<file path="src/rtl/txirq_pkg.sv">
package txirq_pkg;
    localparam int DATA_W = 8;

    // section enable register bit positions
    localparam int SEC_RX_BIT  = 7;
    localparam int SEC_TX_BIT  = 1;
    localparam int SEC_ONE_BIT = 0;

    // message register bit positions
    localparam int MSG_GO_BIT   = 3;
    localparam int MSG_BUSY_BIT = 2;
    localparam int MSG_IEN_BIT  = 1;
    localparam int MSG_PEND_BIT = 0;

    // interrupt source indices
    localparam int SRC_TX  = 0;
    localparam int SRC_RX  = 1;
    localparam int SRC_ONE = 2;
    localparam int NSRC    = 3;

    typedef enum logic {
        ST_CLEAR   = 1'b0,
        ST_PENDING = 1'b1
    } pend_state_e;
endpackage

</file>
<file path="src/rtl/txirq_pend_fsm.sv">
module txirq_pend_fsm
    import txirq_pkg::*;
(
    input  logic clk,
    input  logic rst_n,
    input  logic raise,
    input  logic ack,
    output logic pending
);
    pend_state_e state_q, state_d;

    always_ff @(posedge clk or negedge rst_n) begin
        if (!rst_n) state_q <= ST_CLEAR;
        else        state_q <= state_d;
    end

    always_comb begin
        state_d = state_q;
        unique case (state_q)
            ST_CLEAR:   if (raise) state_d = ST_PENDING;
            ST_PENDING: if (ack && !raise) state_d = ST_CLEAR;
            default:    state_d = ST_CLEAR;
        endcase
    end

    always_comb begin
        pending = (state_q == ST_PENDING);
    end

    a_r4_raise_sets: assert property (@(posedge clk) disable iff (!rst_n)
        raise |=> pending);
    a_r6_hold_wins: assert property (@(posedge clk) disable iff (!rst_n)
        (raise && ack) |=> pending);
    a_r5_ack_clears: assert property (@(posedge clk) disable iff (!rst_n)
        (ack && !raise) |=> !pending);
endmodule

</file>
<file path="src/rtl/txirq_regfile.sv">
module txirq_regfile
    import txirq_pkg::*;
#(
    parameter int ADDR_W = 8,
    parameter logic [ADDR_W-1:0] SEC_ADDR = 8'h04,
    parameter logic [ADDR_W-1:0] MSG_ADDR = 8'h34
) (
    input  logic              clk,
    input  logic              rst_n,
    input  logic [ADDR_W-1:0] addr,
    input  logic [DATA_W-1:0] wdata,
    input  logic              wr,
    input  logic              rd,
    input  logic              pending,
    input  logic              busy,
    output logic [NSRC-1:0]   sec_en,
    output logic              src_ien,
    output logic              go,
    output logic              ack,
    output logic [DATA_W-1:0] rdata
);
    logic sel_sec, sel_msg;
    logic [DATA_W-1:0] rd_mux;
    logic unused_wdata;

    assign sel_sec = (addr == SEC_ADDR);
    assign sel_msg = (addr == MSG_ADDR);
    assign ack     = rd && sel_msg;
    assign unused_wdata = ^{wdata[6:4], wdata[2], wdata[0]};

    always_ff @(posedge clk or negedge rst_n) begin
        if (!rst_n) begin
            sec_en  <= '0;
            src_ien <= 1'b0;
            go      <= 1'b0;
        end else if (wr) begin
            if (sel_sec) begin
                sec_en[SRC_RX]  <= wdata[SEC_RX_BIT];
                sec_en[SRC_TX]  <= wdata[SEC_TX_BIT];
                sec_en[SRC_ONE] <= wdata[SEC_ONE_BIT];
            end
            if (sel_msg) begin
                go      <= wdata[MSG_GO_BIT];
                src_ien <= wdata[MSG_IEN_BIT];
            end
        end
    end

    always_comb begin
        rd_mux = '0;
        if (sel_sec) begin
            rd_mux[SEC_RX_BIT]  = sec_en[SRC_RX];
            rd_mux[SEC_TX_BIT]  = sec_en[SRC_TX];
            rd_mux[SEC_ONE_BIT] = sec_en[SRC_ONE];
        end else if (sel_msg) begin
            rd_mux[MSG_GO_BIT]   = go;
            rd_mux[MSG_BUSY_BIT] = busy;
            rd_mux[MSG_IEN_BIT]  = src_ien;
            rd_mux[MSG_PEND_BIT] = pending;
        end
    end

    always_ff @(posedge clk or negedge rst_n) begin
        if (!rst_n)  rdata <= '0;
        else if (rd) rdata <= rd_mux;
    end

    a_r2_reserved_zero: assert property (@(posedge clk) disable iff (!rst_n)
        (rd && sel_sec) |=> (rdata[6:2] == 5'd0));
    a_r3_busy_seen: assert property (@(posedge clk) disable iff (!rst_n)
        (rd && sel_msg) |=> (rdata[MSG_BUSY_BIT] == $past(busy)));
    a_r10_rdata_held: assert property (@(posedge clk) disable iff (!rst_n)
        !rd |=> $stable(rdata));
endmodule

</file>
<file path="src/rtl/txirq_combine.sv">
module txirq_combine
    import txirq_pkg::*;
(
    input  logic [NSRC-1:0] req,
    input  logic [NSRC-1:0] src_en,
    input  logic [NSRC-1:0] blk_en,
    output logic            irq
);
    logic [NSRC-1:0] gated;

    for (genvar i = 0; i < NSRC; i++) begin : g_src
        assign gated[i] = req[i] & src_en[i] & blk_en[i];
    end

    assign irq = |gated;
endmodule

</file>
<file path="src/rtl/txirq_bank.sv">
module txirq_bank
    import txirq_pkg::*;
#(
    parameter int ADDR_W = 8,
    parameter logic [ADDR_W-1:0] SEC_ADDR = 8'h04,
    parameter logic [ADDR_W-1:0] MSG_ADDR = 8'h34
) (
    input  logic              clk,
    input  logic              rst_n,
    input  logic [ADDR_W-1:0] bus_addr,
    input  logic [7:0]        bus_wdata,
    input  logic              bus_wr,
    input  logic              bus_rd,
    output logic [7:0]        bus_rdata,
    input  logic              msg_done,
    input  logic              msg_busy,
    output logic              msg_go,
    input  logic              rx_req,
    input  logic              sec_req,
    output logic              irq
);
    logic [NSRC-1:0] sec_en, req_v, src_en_v;
    logic src_ien, ack, pending;

    txirq_pend_fsm u_fsm (
        .clk(clk), .rst_n(rst_n), .raise(msg_done), .ack(ack), .pending(pending)
    );

    txirq_regfile #(.ADDR_W(ADDR_W), .SEC_ADDR(SEC_ADDR), .MSG_ADDR(MSG_ADDR)) u_regs (
        .clk(clk), .rst_n(rst_n), .addr(bus_addr), .wdata(bus_wdata),
        .wr(bus_wr), .rd(bus_rd), .pending(pending), .busy(msg_busy),
        .sec_en(sec_en), .src_ien(src_ien), .go(msg_go), .ack(ack),
        .rdata(bus_rdata)
    );

    always_comb begin
        req_v = '0;
        src_en_v = '1;
        req_v[SRC_TX]    = pending;
        req_v[SRC_RX]    = rx_req;
        req_v[SRC_ONE]   = sec_req;
        src_en_v[SRC_TX] = src_ien;
    end

    txirq_combine u_comb (
        .req(req_v), .src_en(src_en_v), .blk_en(sec_en), .irq(irq)
    );

    a_r7_section_mask: assert property (@(posedge clk) disable iff (!rst_n)
        (!sec_en[SRC_TX] && !(rx_req && sec_en[SRC_RX]) && !(sec_req && sec_en[SRC_ONE]))
        |-> !irq);
    a_r8_both_enabled: assert property (@(posedge clk) disable iff (!rst_n)
        (pending && src_ien && sec_en[SRC_TX]) |-> irq);
    a_r9_rx_pass: assert property (@(posedge clk) disable iff (!rst_n)
        (rx_req && sec_en[SRC_RX]) |-> irq);
endmodule

</file>
<file path="config.mk">
export PLATFORM = sky130hd
export DESIGN_NAME = txirq_bank
export DESIGN_NICKNAME = d
export VERILOG_FILES = /design/src/rtl/txirq_pkg.sv /design/src/rtl/txirq_pend_fsm.sv /design/src/rtl/txirq_regfile.sv /design/src/rtl/txirq_combine.sv /design/src/rtl/txirq_bank.sv
export SDC_FILE = /design/constraint.sdc
export NUM_CORES = 1
export LEC_CHECK = 0
export BUFFER_PORTS_ARGS = -buffer_cell sky130_fd_sc_hd__buf_2
export CAP_MARGIN = 20
export CORE_MARGIN = 4
export CORE_UTILIZATION = 39
export CTS_CLUSTER_SIZE = 12
export DETAILED_ROUTE_END_ITERATION = 8
export PLACE_DENSITY = 0.85
export SETUP_SLACK_MARGIN = 0.02
export SLEW_MARGIN = 20
export SYNTH_ARGS = -nofsm -noshare
export SYNTH_HDL_FRONTEND = slang
export SYNTH_HIERARCHICAL = 1
export SYNTH_SLANG_ARGS = --single-unit
</file>
<file path="constraint.sdc">
create_clock -name clk -period 1.1 [get_ports clk]
set_input_delay 0.055 -clock clk [delete_from_list [all_inputs] [get_ports clk]]
set_output_delay 0.055 -clock clk [all_outputs]
set_load 0.02 [all_outputs]
</file>
==> impl_metrics.env <==
export IMPL_status="complete, but fails checks"
export IMPL_violations="setup timing"
export IMPL_yosysWarnings=6
export IMPL_start_kind="primary input"
export IMPL_rsz0062_at_grt="true"
export IMPL_cts_sinks=11
export IMPL_final_max_slew_viol_count=0
export IMPL_htreeDepth=1
export IMPL_grt_pass1_vias=469
export IMPL_detail_route_antenna_nets=0
export IMPL_insertion_delay_ns=0.26
export IMPL_gp_congestion=0.730
export IMPL_synth_seq_area_share=0.515
export IMPL_vias=464
export IMPL_worst_path_max_delay_cell="or4_4"
export IMPL_reg2reg_from="u_fsm/pending$_DFF_PN0_"
export IMPL_ios=34
export IMPL_antenna_found_initial=0
export IMPL_cts_tree="yes"
export IMPL_cts_buffer_depth=2
export IMPL_via_per_inst=4.88
export IMPL_r2r_end="u_regs/rdata[0]$_DFFE_PN0P_"
export IMPL_die_w_um=45.0
export IMPL_grt_pass1_wl_um=1940
export IMPL_cts_made_buffers=3
export IMPL_period_needed_ns=1.17
export IMPL_synth_top_area_cell="dfrtp_1"
export IMPL_worst_slack_ns=-0.0686
export IMPL_dieHeight_um=45.0
export IMPL_start_util=0.411
export IMPL_core_sq_mm=0.00130
export IMPL_ir_worst_vdd_v=0.000747
export IMPL_grt_util_all_layers=0.130
export IMPL_synth_seq_cells=11
export IMPL_slowest_delay_ns=0.56
export IMPL_crit_chain="buf_6 > or4_4 > nor4_4 > mux2_2"
export IMPL_dieArea_sq_mm=0.00203
export IMPL_hold_class="in -> reg"
export IMPL_min_to="u_regs/rdata[2]$_DFFE_PN0P_"
export IMPL_clkSlewWorstSetupHoldPaths_ns=0.07
export IMPL_skew_ns=0.00288
export IMPL_fmax_ghz=0.856
export IMPL_final_cell_mix="24 x buf_2, 11 x dfrtp_1, 5 x conb_1, 5 x mux2_2, 4 x buf_6"
export IMPL_path_max_fanout=3
export IMPL_rr_worst_depth=2
export IMPL_reg2reg_slack_ns=0.11
export IMPL_post_drt_wl_per_cell_um=13.5
export IMPL_hold_viol_final=0
export IMPL_cellLeakagePower_nw=0.425
export IMPL_fin_crit_sh=1.06
export IMPL_final_setup_viol_count=5
export IMPL_syn_area_sq_um=534
export IMPL_worstSetupEndpointType="flop"
export IMPL_holdWs_ns=0.00630
export IMPL_rows=13
export IMPL_num_antenna_cells=0
export IMPL_route_detailed_drc=0
export IMPL_grt_max_degree=12
export IMPL_routed_wl_um=1290
export IMPL_drt_iter0_markers=7
export IMPL_first_pass_iters=4
export IMPL_holdPathStages=2
export IMPL_synth_cells=43
export IMPL_grt_remaining_overflow=0
export IMPL_cts_root_buffer="clkbuf_4"
export IMPL_critPathKind="in -> reg"
export IMPL_power_density_mw_per_mm2=1010
export IMPL_layout_cells_non_filler=95
export IMPL_final_common_cell="buf_2"
export IMPL_cp_arrival_ns=1.32
export IMPL_fin_nets=105
export IMPL_io_buffer_count=26
export IMPL_avgSynthCellArea_sq_um=12.4
export IMPL_synth_area_leaders="dfrtp_1 52%, mux2_2 11%, a22o_1 4.9%"
export IMPL_dp_cells=86
export IMPL_drive_gt1_frac=0.563
export IMPL_fill_cells=106
export IMPL_cp_required_ns=1.25
export IMPL_cap_violations=0
export IMPL_syn2layout_area_growth_pct=49.9
export IMPL_min_delay_start="msg_busy"
export IMPL_synth_top_area_frac=0.515
export IMPL_ys_types=17
==> stage by stage <==
step	worst slack, ns	TNS, ns	instance area, sq um	util	power (mW)
2_1_floorplan	-0.275	-1.64	546	-	0.469
3_3_place_gp	-0.408	-3.77	687	0.528	0.514
3_5_place_dp	-0.434	-4.07	687	0.528	0.519
4_1_cts	-0.0710	-0.285	767	0.589	0.806
5_1_grt	-0.109	-0.453	801	0.615	0.850
6_report	-0.0686	-0.252	801	0.615	0.811
==> sequential cells by signal, indices dropped and copies added, names as in the netlist <==
register and cells:
u_fsm/pending 1, u_regs/go 1, u_regs/rdata 5, u_regs/sec_en 3, u_regs/src_ien 1
==> cell usage after synthesis <==
library cell,count
nand3_1,4
nand2_1,1
dfrtp_1,11
nor2b_1,2
a221o_1,2
inv_1,2
nor3_1,1
nor4_4,1
or4_4,1
buf_4,3
conb_1,2
a21o_1,1
nor4_2,1
mux2_2,5
a22o_1,3
nand3b_1,2
nor3_2,1
==> power by group <==
part	leakage, nW	switching (mW)	internal (mW)	total [mW]
Clock	0.0150	0.139	0.140	0.279
Combinational	0.263	0.0580	0.0532	0.111
Sequential	0.148	0.00697	0.413	0.420
Total	0.425	0.204	0.606	0.811
==> repair_timing <==
action | 4_1_cts | 5_1_grt
gates resized for setup | 6 | 3
setup buffers | 0 | 3
hold buffers | 2 | 0
hold endpoints to repair | 12 | 0
pin swaps | 4 | 3
setup endpoints to repair | 11 | 9
==> per-layer routing <==
| metal | routed length [um] | vias to the layer above | GRT usage |
|---|---|---|---|
| met3 | 94 | 0 | 0.0279 |
| met5 | 0 | - | 0 |
| met2 | 725 | 17 | 0.234 |
| met4 | 0 | 0 | 0.0351 |
| met1 | 465 | 222 | 0.154 |
| li1 | - | 225 | - |
==> area by class of cell <==
| cell class | count | area (sq um) | share of cell area |
|---|---|---|---|
| clock buffers | 4 | 26.3 | 0.0328 |
| inverters | 2 | 7.51 | 0.00938 |
| multi-input cells | 30 | 265 | 0.331 |
| flip-flops and latches | 11 | 275 | 0.344 |
| well taps | 15 | 18.8 | 0.0234 |
| repair buffers | 33 | 208 | 0.259 |
==> logic make-up (layout without fill, tap and decap cells) <==
family                 after synthesis  after routing  share of synthesized area
and+or+nand+nor                     14             14                      0.208
muxes                                5              5                      0.105
AOI/OAI and AO/OA                    6              6                      0.101
DFF                                 11             11                      0.515
buffers and inverters                5             39                     0.0562
other                                2              5                     0.0141
==> worst max-delay path, delay by kind of cell <==
kind,cells,cell delay [ns]
simple gates,2,0.80
buf+inv,1,0.09
mux,1,0.38
==> worst max-delay path by stage <==
stage	startpoint	endpoint	depth (start not counted)
floorplan	bus_addr[1]	u_regs/sec_en[0]$_DFFE_PN0P_	3
global placement	bus_addr[1]	u_regs/sec_en[0]$_DFFE_PN0P_	4
detailed placement	bus_addr[1]	u_regs/sec_en[1]$_DFFE_PN0P_	4
CTS	bus_addr[1]	u_regs/sec_en[1]$_DFFE_PN0P_	4
global route	bus_addr[1]	u_regs/sec_en[0]$_DFFE_PN0P_	4
finish	bus_addr[1]	u_regs/sec_en[1]$_DFFE_PN0P_	4
(Power assumes the default switching activity.)
